[config.mk]
export PLATFORM = sky130hd
export DESIGN_NAME = ps2_dev_tx
export DESIGN_NICKNAME = d
export VERILOG_FILES = /design/src/rtl/ps2tx_pkg.sv /design/src/rtl/ps2tx_sync.sv /design/src/rtl/ps2tx_divider.sv /design/src/rtl/ps2tx_buf.sv /design/src/rtl/ps2tx_frame.sv /design/src/rtl/ps2_dev_tx.sv
export SDC_FILE = /design/constraint.sdc
export NUM_CORES = 1
export LEC_CHECK = 0
export ABC_AREA = 1
export BUFFER_PORTS_ARGS = -buffer_cell sky130_fd_sc_hd__buf_4
export CAP_MARGIN = 15
export CELL_PAD_IN_SITES_DETAIL_PLACEMENT = 1
export CELL_PAD_IN_SITES_GLOBAL_PLACEMENT = 2
export CORE_MARGIN = 5
export CORE_UTILIZATION = 25
export CTS_CLUSTER_SIZE = 10
export DETAILED_ROUTE_END_ITERATION = 8
export PLACE_DENSITY_LB_ADDON = 0.1
export SYNTH_ARGS = -nofsm -noshare
export SYNTH_HDL_FRONTEND = slang
export SYNTH_SLANG_ARGS = --single-unit
[constraint.sdc]
create_clock -name clk -period 3.2 [get_ports clk]
set_input_delay 0.32 -clock clk [delete_from_list [all_inputs] [get_ports clk]]
set_output_delay 0.32 -clock clk [all_outputs]
set_load 0.01 [all_outputs]
[src/rtl/ps2tx_pkg.sv]
package ps2tx_pkg;

  typedef enum logic [1:0] {
    PH_IDLE,
    PH_HIGH,
    PH_LOW
  } phase_t;

  localparam int FRAME_BITS = 11;

  // Odd parity: the returned bit makes the count of ones in {p,d} odd.
  function automatic logic odd_parity(input logic [7:0] d);
    return ~(^d);
  endfunction

  // Frame as sent, bit 0 first: start, data LSB first, parity, stop.
  function automatic logic [FRAME_BITS-1:0] build_frame(input logic [7:0] d);
    return {1'b1, odd_parity(d), d, 1'b0};
  endfunction

  // Byte lane selection inside a 32-bit word.
  function automatic logic [7:0] lane_of(input logic [31:0] w, input logic [1:0] lane);
    return w[{lane, 3'b000} +: 8];
  endfunction

endpackage

[src/rtl/ps2tx_sync.sv]
module ps2tx_sync #(
  parameter int STAGES = 2
) (
  input  logic clk,
  input  logic rst_n,
  input  logic d,
  output logic q
);
  logic [STAGES-1:0] chain;

  generate
    if (STAGES == 1) begin : g_one
      always_ff @(posedge clk or negedge rst_n)
        if (!rst_n) chain <= '1;
        else        chain <= d;
    end else begin : g_many
      always_ff @(posedge clk or negedge rst_n)
        if (!rst_n) chain <= '1;
        else        chain <= {chain[STAGES-2:0], d};
    end
  endgenerate

  assign q = chain[STAGES-1];
endmodule

[src/rtl/ps2tx_divider.sv]
module ps2tx_divider #(
  parameter int HALF_CYC = 4000
) (
  input  logic clk,
  input  logic rst_n,
  input  logic run,
  output logic half_tick
);
  localparam int CW = (HALF_CYC > 2) ? $clog2(HALF_CYC) : 1;
  localparam logic [CW-1:0] LAST = CW'(HALF_CYC - 1);

  logic [CW-1:0] cnt;

  always_ff @(posedge clk or negedge rst_n)
    if (!rst_n)           cnt <= '0;
    else if (!run)        cnt <= '0;
    else if (cnt == LAST) cnt <= '0;
    else                  cnt <= cnt + 1'b1;

  assign half_tick = run && (cnt == LAST);

  a_r4_tick_needs_run: assert property (@(posedge clk) disable iff (!rst_n)
    half_tick |-> $past(run))
    else $error("half tick without a running divider");
endmodule

[src/rtl/ps2tx_buf.sv]
module ps2tx_buf #(
  parameter int WORDS = 4
) (
  input  logic                         clk,
  input  logic                         rst_n,
  input  logic                         wr_word,
  input  logic [$clog2(WORDS)-1:0]     wr_word_sel,
  input  logic [31:0]                  wr_data,
  input  logic [$clog2(WORDS*4)-1:0]   rd_idx,
  output logic [7:0]                   rd_byte
);
  import ps2tx_pkg::*;

  localparam int WSEL_W = $clog2(WORDS);
  localparam int IDX_W  = $clog2(WORDS * 4);

  logic [31:0] words [WORDS];

  generate
    for (genvar w = 0; w < WORDS; w++) begin : g_word
      always_ff @(posedge clk or negedge rst_n)
        if (!rst_n) words[w] <= '0;
        else if (wr_word && (wr_word_sel == WSEL_W'(w))) words[w] <= wr_data;
    end
  endgenerate

  assign rd_byte = lane_of(words[rd_idx[IDX_W-1:2]], rd_idx[1:0]);
endmodule

[src/rtl/ps2tx_frame.sv]
module ps2tx_frame #(
  parameter int HALF_CYC = 4000
) (
  input  logic       clk,
  input  logic       rst_n,
  input  logic       start,
  input  logic [7:0] byte_in,
  input  logic       kill,
  input  logic       clk_line_hi,
  output logic       clk_low,
  output logic       dat_low,
  output logic       busy,
  output logic       frame_done,
  output logic       frame_abort
);
  import ps2tx_pkg::*;

  localparam logic [3:0] LAST_BIT = 4'(FRAME_BITS - 1);

  phase_t                  phase;
  logic [FRAME_BITS-1:0]   frm;
  logic [3:0]              bitn;
  logic                    half_tick;
  logic [FRAME_BITS-1:0]   frm_new;

  assign frm_new = build_frame(byte_in);
  assign busy    = (phase != PH_IDLE);

  ps2tx_divider #(.HALF_CYC(HALF_CYC)) u_div (
    .clk(clk), .rst_n(rst_n), .run(busy), .half_tick(half_tick)
  );

  always_ff @(posedge clk or negedge rst_n) begin
    if (!rst_n) begin
      phase       <= PH_IDLE;
      frm         <= '1;
      bitn        <= '0;
      clk_low     <= 1'b0;
      dat_low     <= 1'b0;
      frame_done  <= 1'b0;
      frame_abort <= 1'b0;
    end else begin
      frame_done  <= 1'b0;
      frame_abort <= 1'b0;
      if (kill) begin
        phase   <= PH_IDLE;
        clk_low <= 1'b0;
        dat_low <= 1'b0;
      end else begin
        case (phase)
          PH_IDLE: if (start) begin
            frm     <= frm_new;
            bitn    <= '0;
            dat_low <= ~frm_new[0];
            phase   <= PH_HIGH;
          end
          PH_HIGH: if (half_tick) begin
            if (!clk_line_hi) begin
              frame_abort <= 1'b1;
              dat_low     <= 1'b0;
              phase       <= PH_IDLE;
            end else begin
              clk_low <= 1'b1;
              phase   <= PH_LOW;
            end
          end
          PH_LOW: if (half_tick) begin
            clk_low <= 1'b0;
            if (bitn == LAST_BIT) begin
              frame_done <= 1'b1;
              dat_low    <= 1'b0;
              phase      <= PH_IDLE;
            end else begin
              bitn    <= bitn + 1'b1;
              dat_low <= ~frm[bitn + 1'b1];
              phase   <= PH_HIGH;
            end
          end
          default: phase <= PH_IDLE;
        endcase
      end
    end
  end

  // data moves only while the clock line is released.
  a_r4_data_with_clock_high: assert property (@(posedge clk) disable iff (!rst_n)
    !$stable(dat_low) |-> !clk_low)
    else $error("data changed while clock held low");

  a_r7_busy_from_start: assert property (@(posedge clk) disable iff (!rst_n)
    $rose(busy) |-> $past(start))
    else $error("busy rose without start");

  a_r10_abort_releases: assert property (@(posedge clk) disable iff (!rst_n)
    frame_abort |-> (!busy && !clk_low && !dat_low))
    else $error("abort left lines driven");

  a_r8_done_after_low: assert property (@(posedge clk) disable iff (!rst_n)
    frame_done |-> (!frame_abort && $past(clk_low)))
    else $error("done without a final clock pulse");
endmodule

[src/rtl/ps2_dev_tx.sv]
module ps2_dev_tx #(
  parameter int WORDS       = 4,
  parameter int HALF_CYC    = 4000,
  parameter int SYNC_STAGES = 2
) (
  input  logic                          clk,
  input  logic                          rst_n,
  input  logic                          wr_en,
  input  logic [2:0]                    wr_sel,
  input  logic [31:0]                   wr_data,
  input  logic                          ps2_clk_in,
  input  logic                          ps2_dat_in,
  output logic                          ps2_clk_oe,
  output logic                          ps2_dat_oe,
  output logic                          tx_busy,
  output logic                          tx_empty,
  output logic [$clog2(WORDS*4)-1:0]    tx_byte_idx,
  output logic                          tx_done_flag,
  output logic                          tx_irq
);
  localparam int BYTES   = WORDS * 4;
  localparam int IDX_W   = $clog2(BYTES);
  localparam int WSEL_W  = $clog2(WORDS);
  localparam int DEP_LSB = 2;
  localparam int CLR_BIT = DEP_LSB + IDX_W;
  localparam logic [2:0] SEL_CTRL = 3'(WORDS);
  localparam logic [2:0] SEL_ACK  = 3'(WORDS + 1);

  logic             en_r, ien_r, empty_r, flag_r;
  logic [IDX_W-1:0] depth_r, idx_r;

  // Named events for the assertions.
  logic       wr_word, wr_ctrl, wr_ack, clear_cmd, last_byte, start;
  logic       clk_hi, dat_hi;
  logic       frame_done, frame_abort;
  logic [7:0] cur_byte;

  assign wr_word   = wr_en && (wr_sel < SEL_CTRL);
  assign wr_ctrl   = wr_en && (wr_sel == SEL_CTRL);
  assign wr_ack    = wr_en && (wr_sel == SEL_ACK);
  assign clear_cmd = wr_ctrl && wr_data[CLR_BIT];
  assign last_byte = (idx_r == depth_r);

  ps2tx_sync #(.STAGES(SYNC_STAGES)) u_sync_clk (
    .clk(clk), .rst_n(rst_n), .d(ps2_clk_in), .q(clk_hi)
  );
  ps2tx_sync #(.STAGES(SYNC_STAGES)) u_sync_dat (
    .clk(clk), .rst_n(rst_n), .d(ps2_dat_in), .q(dat_hi)
  );

  ps2tx_buf #(.WORDS(WORDS)) u_buf (
    .clk(clk), .rst_n(rst_n), .wr_word(wr_word),
    .wr_word_sel(wr_sel[WSEL_W-1:0]), .wr_data(wr_data),
    .rd_idx(idx_r), .rd_byte(cur_byte)
  );

  assign start = !tx_busy && en_r && !empty_r && clk_hi && dat_hi
                 && !frame_done && !clear_cmd;

  ps2tx_frame #(.HALF_CYC(HALF_CYC)) u_frame (
    .clk(clk), .rst_n(rst_n), .start(start), .byte_in(cur_byte),
    .kill(clear_cmd), .clk_line_hi(clk_hi),
    .clk_low(ps2_clk_oe), .dat_low(ps2_dat_oe), .busy(tx_busy),
    .frame_done(frame_done), .frame_abort(frame_abort)
  );

  always_ff @(posedge clk or negedge rst_n)
    if (!rst_n) begin
      en_r    <= 1'b0;
      ien_r   <= 1'b0;
      depth_r <= '0;
    end else if (wr_ctrl) begin
      en_r    <= wr_data[0];
      ien_r   <= wr_data[1];
      depth_r <= wr_data[DEP_LSB +: IDX_W];
    end

  always_ff @(posedge clk or negedge rst_n)
    if (!rst_n) begin
      empty_r <= 1'b1;
      idx_r   <= '0;
    end else if (clear_cmd) begin
      empty_r <= 1'b1;
      idx_r   <= '0;
    end else if (frame_done) begin
      if (last_byte) begin
        empty_r <= 1'b1;
        idx_r   <= '0;
      end else begin
        idx_r   <= idx_r + 1'b1;
      end
    end else if (wr_word && en_r) begin
      empty_r <= 1'b0;
    end

  always_ff @(posedge clk or negedge rst_n)
    if (!rst_n)                     flag_r <= 1'b0;
    else if (frame_done)            flag_r <= 1'b1;
    else if (wr_ack && wr_data[0])  flag_r <= 1'b0;

  assign tx_empty     = empty_r;
  assign tx_byte_idx  = idx_r;
  assign tx_done_flag = flag_r;
  assign tx_irq       = flag_r & ien_r;

  a_r6_idx_within_depth: assert property (@(posedge clk) disable iff (!rst_n)
    idx_r <= depth_r)
    else $error("byte index beyond depth");

  a_r6_empty_on_end: assert property (@(posedge clk) disable iff (!rst_n)
    $rose(empty_r) |-> ($past(clear_cmd) || $past(frame_done && last_byte)))
    else $error("empty set without end or clear");

  a_r9_clear_releases: assert property (@(posedge clk) disable iff (!rst_n)
    clear_cmd |=> (!tx_busy && !ps2_clk_oe && !ps2_dat_oe && idx_r == '0 && empty_r))
    else $error("clear did not stop the engine");

  a_r8_flag_source: assert property (@(posedge clk) disable iff (!rst_n)
    $rose(flag_r) |-> $past(frame_done))
    else $error("done flag set without a stop bit");

  a_r10_abort_keeps_idx: assert property (@(posedge clk) disable iff (!rst_n)
    (frame_abort && !clear_cmd) |=> $stable(idx_r))
    else $error("abort moved the byte index");
endmodule

==> impl_metrics.tcl, run 1 <==
set metrics [dict create \
    hpwl_um 16530 \
    grt_pass1_vias 7340 \
    synth_area_leaders "dfrtp_1, nand2_1, o21ai_0" \
    timing.setup.tns_ns 0 \
    wl_um 25940 \
    use_met2_pct 23.58 \
    slew_headroom_pct 51.52 \
    final_common_cell "nand2_1" \
    antenna_found_initial 0 \
    grt.busiest_layer "met2" \
    rsz0062_at_grt "no" \
    mostFrequentLayoutCells "nand2_1, dfrtp_1, o21ai_0" \
    clockBufferDepth 2 \
    die_w_um 193.8 \
    num_vias 6891 \
    finalSetupViolations 0 \
    htree_levels 4 \
    rows 67 \
    reg2reg_to "u_frame.frm[9]" \
    multiInputGateArea_um2 3321 \
    die_area_um2 37550 \
    firstDrtPassIters 5 \
    status "completed" \
    ys_seq_elements 175 \
    holdPathStages 3 \
    power_density_nw_per_um2 634.9 \
    async_flop_share_pct 100.0 \
    grt_pass1_wl_um 42830 \
    post_cts_resized 0 \
    ioPinCount 50 \
    synthFlopType "dfrtp_1" \
    ys_seq_area_share_pct 52.09 \
    io_buffers 49 \
    r2r-start "tx_byte_idx[2]" \
    max_freq_mhz 482.2 \
    pwr-share-comb_pct 17.5 \
    cts_tree "yes" \
    p_leak_nw 4.849 \
    path_clk_slew_ns 0.07 \
    wire_per_inst_um 16.56 \
    ff_latch_area_um2 4399 \
    cts_sinks 175 \
    hold_viol 0 \
    synth_cells 1071 \
    drt_iter0_drc 284 \
    regToRegSetupSlack_ns 1.13 \
    grt_util_met3_pct 2.554 \
    worst_pin_slew_ns 0.7272 \
    p_int_mw 4.430 \
    fin_util_pct 29.66 \
    syn_area_um2 8443 \
    area_delta_synth_final_pct 17.49 \
    crit_path_end_kind "flip-flop" \
    clkPwrFrac_pct 36.3 \
    start_kind "flip-flop" \
    synth_nets 1115 \
    start_util_pct 25.24 \
    drv_slew 0 \
    yosysUniqueCellTypes 38 \
    arrival_ns 2.45 \
    worstPathMaxFanout 43 \
    netlist.area_leader.share_pct 47.42 \
    die-height_um 193.8 \
    ant_nets 0 \
    period_share_pct 64.80 \
    drv_cap 0 \
    peakVddDrop_mv 0.4338 \
    p_seq_share_pct 46.2 \
    r2r_cells 14 \
    holdPathEnd "u_buf.words[106]" \
    cts_root_buffer "clkbuf_16" \
    switchingPower_mw 1.868 \
    drc 0 \
    antenna_cells 0 \
    met1_usage_pct 20.04 \
    grt_overflow_total 0 \
    n_fill_cell 4001 \
    nets 1149 \
    clk_latency_ns 0.45 \
    synth_edf_count 0 \
    drt-vias-per-instance 4.400 \
    cts-buffers-inserted 17 \
    grt_max_degree 71 \
    fin_skew_ns 0.009241 \
    gp_congestion 0.7160 \
    core_um2 33450 \
    switching_share_pct 29.67 \
    drive_gt1_share_pct 12.61 \
    syn_area_per_cell_um2 7.883 \
    worst_ep_required_time_ns 3.57 \
    grt_usage_pct 14.39 \
    min-delay-start "wr_data[10]" \
    cts_setup_buffers 0 \
    ys.warnings.count 0 \
    crit_type "reg -> reg" \
    hold_path.class "in -> reg" \
    fin_crit_ns 2.074 \
    yosys.area.top_type "dfrtp_1" \
]
-- cells by family after synthesis --
group / Yosys count / synth area share, %
flops: 175 / 52.09
fa+ha+maj: 4 / 0.5928
xor+xnor: 12 / 1.245
buf+inv: 168 / 8.817
simple gates: 519 / 25.27
compound gates: 193 / 11.99
-- worst max-delay path by stage --
stage / depth (start not counted) / from / to
3_5_place_dp: 14 / tx_byte_idx[2] / u_frame.frm[9]
4_1_cts: 14 / tx_byte_idx[2] / u_frame.frm[9]
2_1_floorplan: 12 / u_frame.u_div.cnt[0] / u_frame.bitn[2]
6_report: 14 / tx_byte_idx[2] / u_frame.frm[9]
5_1_grt: 13 / tx_byte_idx[2] / u_frame.frm[9]
3_3_place_gp: 8 / wr_sel[1] / u_frame.frm[4]
-- power by group through the flow --
stage	Clock (mW)	Combinational [mW]	Sequential [mW]
2_1_floorplan	0	0.771	2.87
3_3_place_gp	0	1.12	2.95
3_5_place_dp	0	1.13	2.95
4_1_cts	2.37	1.14	2.91
5_1_grt	2.45	1.32	2.96
6_report	2.29	1.10	2.91
-- final cells by class --
class | count | share of cell area (%)
Clock inverter | 12 | 1.867
Sequential cell | 175 | 44.35
Timing Repair Buffer | 69 | 5.840
Inverter | 114 | 4.314
Multi-Input combinational cell | 728 | 33.48
Clock buffer | 20 | 4.503
Tap cell | 448 | 5.651
-- what timing repair did --
action                                  CTS  global route
endpoints found under the setup margin    0             0
hold endpoints to repair                 63             0
hold buffers                              3             0
-- synthesized netlist by cell type (all sizes together) (6+ instances only) --
cell,n
xnor2,6
o21ai,168
inv,113
clkbuf,26
dfstp,15
buf,28
dfrtp,160
nand2,365
nand3,86
nor3,7
o211ai,8
xor2,6
nor2,49
a21oi,12
-- metal layers --
layer  routed length [um]  share of wire, %
met3                  480               1.9
met5                    0                 0
met2                12070                47
met1                13190                51
met4                  193              0.74
-- state kept, by name, indices dropped and copies added, names as in the netlist --
name	flops
u_frame.bitn	4
tx_byte_idx	4
u_sync_clk.chain	2
en_r	1
u_frame.phase	2
u_frame.clk_low	1
u_frame.dat_low	1
u_frame.frame_done	1
u_sync_dat.chain	2
tx_done_flag	1
u_frame.u_div.cnt	12
ien_r	1
depth_r	4
u_buf.words	128
tx_empty	1
u_frame.frm	10
-- metrics by stage --
stage	hold WS (ns)	std cells	instance area, um2	power [mW]	setup slack, ns
finish	0.1819	1566	9920	6.298	1.126
global route	0.1775	1566	9920	6.723	0.8811
CTS	0.1672	1566	9920	6.419	1.119
detailed placement	0.3473	1531	9258	4.080	1.137
global placement	0.3471	1531	9258	4.061	1.134
floorplan	0.02441	1071	8443	3.641	1.476
-- critical path, cell delays in order (launching register included) --
cell,delay [ns]
dfrtp_2,0.44
buf_12,0.18
or2_2,0.33
nand3_1,0.10
nand3_1,0.12
nand3_1,0.17
nand2_1,0.11
inv_2,0.08
nand2_1,0.05
nand2_1,0.09
nand2_1,0.05
nand2_1,0.06
nand2_1,0.05
nand3_1,0.07
nand2_1,0.05
Note: power is estimated with default switching activity, not from simulation.
==> inputs of run 2 (changes only) <==
Clock period 3.2 ns to 1.95 ns, I/O delays scaled along.
==> run 2 against run 1 <==
  * Combinational power increased by 79%
  * Wire length increased by 4.1%
  * Clock-buffer cell count decreased by 1
  * Die area unchanged
  * Largest cell class unchanged
  * Largest power group unchanged
==> impl_metrics.tcl, run 2 (synthesis gave the netlist of run 1 again) <==
set metrics [dict create \
    io_buffers 49 \
    instances_no_fill 1602 \
    num_vias 7034 \
    final_common_cell "nand2_1" \
    drv_cap 0 \
    r2r-start "tx_byte_idx[2]" \
    path_clk_slew_ns 0.07 \
    grt_max_degree 65 \
    hold_path.class "in -> reg" \
    critical_path.max_stage_delay_ns 0.49 \
    cpMaxStageDelayCell "dfrtp_2" \
    crit_path_end_kind "flip-flop" \
    drive_gt1_share_pct 18.02 \
    p_leak_nw 5.120 \
    placed_cells 1559 \
    grt_usage_pct 14.73 \
    clk_latency_ns 0.45 \
    htree_levels 4 \
    wl_um 26990 \
    cts_sinks 175 \
    worstPathMaxFanout 6 \
    fin_area_um2 10530 \
    die_w_um 193.8 \
    grt_overflow_total 0 \
    antenna_cells 0 \
    fin_skew_ns 0.01170 \
    crit_type "reg -> reg" \
    crit_chain "buf_12 -> buf_6 -> buf_4 -> nor2_2 -> nor2_1 -> nand2_1 -> nand3_1 -> nand3_2 -> nand2_2 -> inv_2 -> nand2_1 -> nand2_1 -> nand2_1 -> nand2_1 -> nand2_1 -> nand3_1 -> nand2_1" \
    worstSetupEndpoint "u_frame.frm[9]" \
    firstDrtPassIters 4 \
    r2r_cells 17 \
    grt_pass1_wl_um 43690 \
    die-height_um 193.8 \
    placed_area_um2 9630 \
    arrival_ns 2.30 \
    setup_slack_ns 0.02786 \
    hold_viol 0 \
    top_register "u_buf.words" \
    cts_root_buffer "clkbuf_16" \
    reg2reg_to "u_frame.frm[9]" \
    fin_util_pct 31.49 \
    core_um2 33450 \
    die_area_um2 37550 \
    critPathLaunch "tx_byte_idx[2]" \
    fin_hold_ws_ns 0.05650 \
    ant_nets 0 \
    period_share_pct 98.57 \
    gp_congestion 0.7419 \
    crit_family "simple AND/OR/NAND/NOR gates" \
    ioPinCount 50 \
    worst_ep_required_time_ns 2.33 \
    timing.setup.tns_ns 0 \
    slew_headroom_pct 56.56 \
    drt_iter0_drc 270 \
    drt-vias-per-instance 4.391 \
    drv_slew 0 \
    cts_tree "yes" \
    rows 67 \
    start_kind "flip-flop" \
    fin_crit_ns 1.922 \
    finalPower_mw 10.36 \
    area_delta_synth_final_pct 24.73 \
    mostFrequentLayoutCells "nand2_1, dfrtp_1, o21ai_0" \
    crit_path_frequent_cell "nand2_1" \
    antenna_found_initial 0 \
    clockBufferDepth 2 \
    start_util_pct 25.24 \
    pre_cts_slack_ns -0.08362 \
    rsz0062_at_grt "yes" \
    worst_pin_slew_ns 0.6517 \
    largest_registers "u_buf.words x128, u_frame.u_div.cnt x12, u_frame.frm x10" \
    worst-path-buf-inv 4 \
    largest_reg_flops 128 \
    crit_cells 17 \
    max_freq_mhz 520.3 \
    cts-buffers-inserted 17 \
    grt_pass1_vias 7540 \
    wire_per_inst_um 16.85 \
    regToRegSetupSlack_ns 0.03 \
    finalSetupViolations 0 \
    nets 1185 \
    drc 0 \
    status "completed" \
    n_fill_cell 4003 \
    power_density_nw_per_um2 983.8 \
    hpwl_um 17740 \
    peakVddDrop_mv 0.6318 \
]
-- run 2: cell count changes in the layout (fill, tap and decap cells not counted), moves of 4 or more --
cell        delta
buf_4         +15
buf_12        +14
nand3_1       -13
nand3_2       +13
nand2_1        -8
nand2_2        +5
clkinvlp_4     +4
-- run 2: what timing repair did --
item                       4_1_cts  5_1_grt
gates resized for setup         15       36
hold endpoints to repair        43        0
setup endpoints to repair        2       10
hold buffers                     3        0
pin swaps                        3       21
buffers inserted                 0        7
gates cloned                     1        0
-- run 2: area by class of cell --
type	count	area (um2)	share of cell area [%]
clock buffers	19	442.9	4.206
clock inverters	13	163.9	1.556
inverters	114	432.9	4.111
multi-input cells	728	3452	32.78
flip-flops and latches	175	4400	41.78
well taps	448	560.5	5.323
repair buffers	105	1079	10.24
-- run 2: how the worst min path moves through the flow --
stage	startpoint	to	slack (ns)	depth (start not counted)
after floorplan	rst_n	depth_r[0]	-0.10	0
after global placement	rst_n	u_buf.words[81]	0.25	1
after detailed placement	rst_n	u_buf.words[46]	0.25	1
after CTS	wr_data[28]	u_buf.words[124]	0.04	3
after global routing	wr_data[22]	u_buf.words[54]	0.05	3
final	wr_data[22]	u_buf.words[118]	0.06	3
-- run 2: per-layer routing --
| metal | routed length (um) | share of wire (%) | global-route usage [%] |
|---|---|---|---|
| met1 | 13540 | 50 | 20.32 |
| met2 | 12800 | 47 | 24.28 |
| met3 | 418 | 1.5 | 2.189 |
| met4 | 240 | 0.89 | 3.934 |
| met5 | 0 | 0 | 0 |
-- run 2: report_power, final --
part / total [mW] / internal (mW) / leakage [nW] / switching, mW
Clock: 3.63 / 2.05 / 0.282 / 1.57
Sequential: 4.77 / 4.37 / 2.19 / 0.399
Combinational: 1.97 / 0.815 / 2.64 / 1.15
Total: 10.4 / 7.24 / 5.12 / 3.13
-- run 2: worst register-to-register path: stages (launching register included) --
cell,delay [ns]
dfrtp_2,0.49
buf_12,0.16
buf_6,0.12
buf_4,0.13
nor2_2,0.09
nor2_1,0.04
nand2_1,0.06
nand3_1,0.07
nand3_2,0.09
nand2_2,0.10
inv_2,0.08
nand2_1,0.05
nand2_1,0.07
nand2_1,0.06
nand2_1,0.07
nand2_1,0.05
nand3_1,0.07
nand2_1,0.05
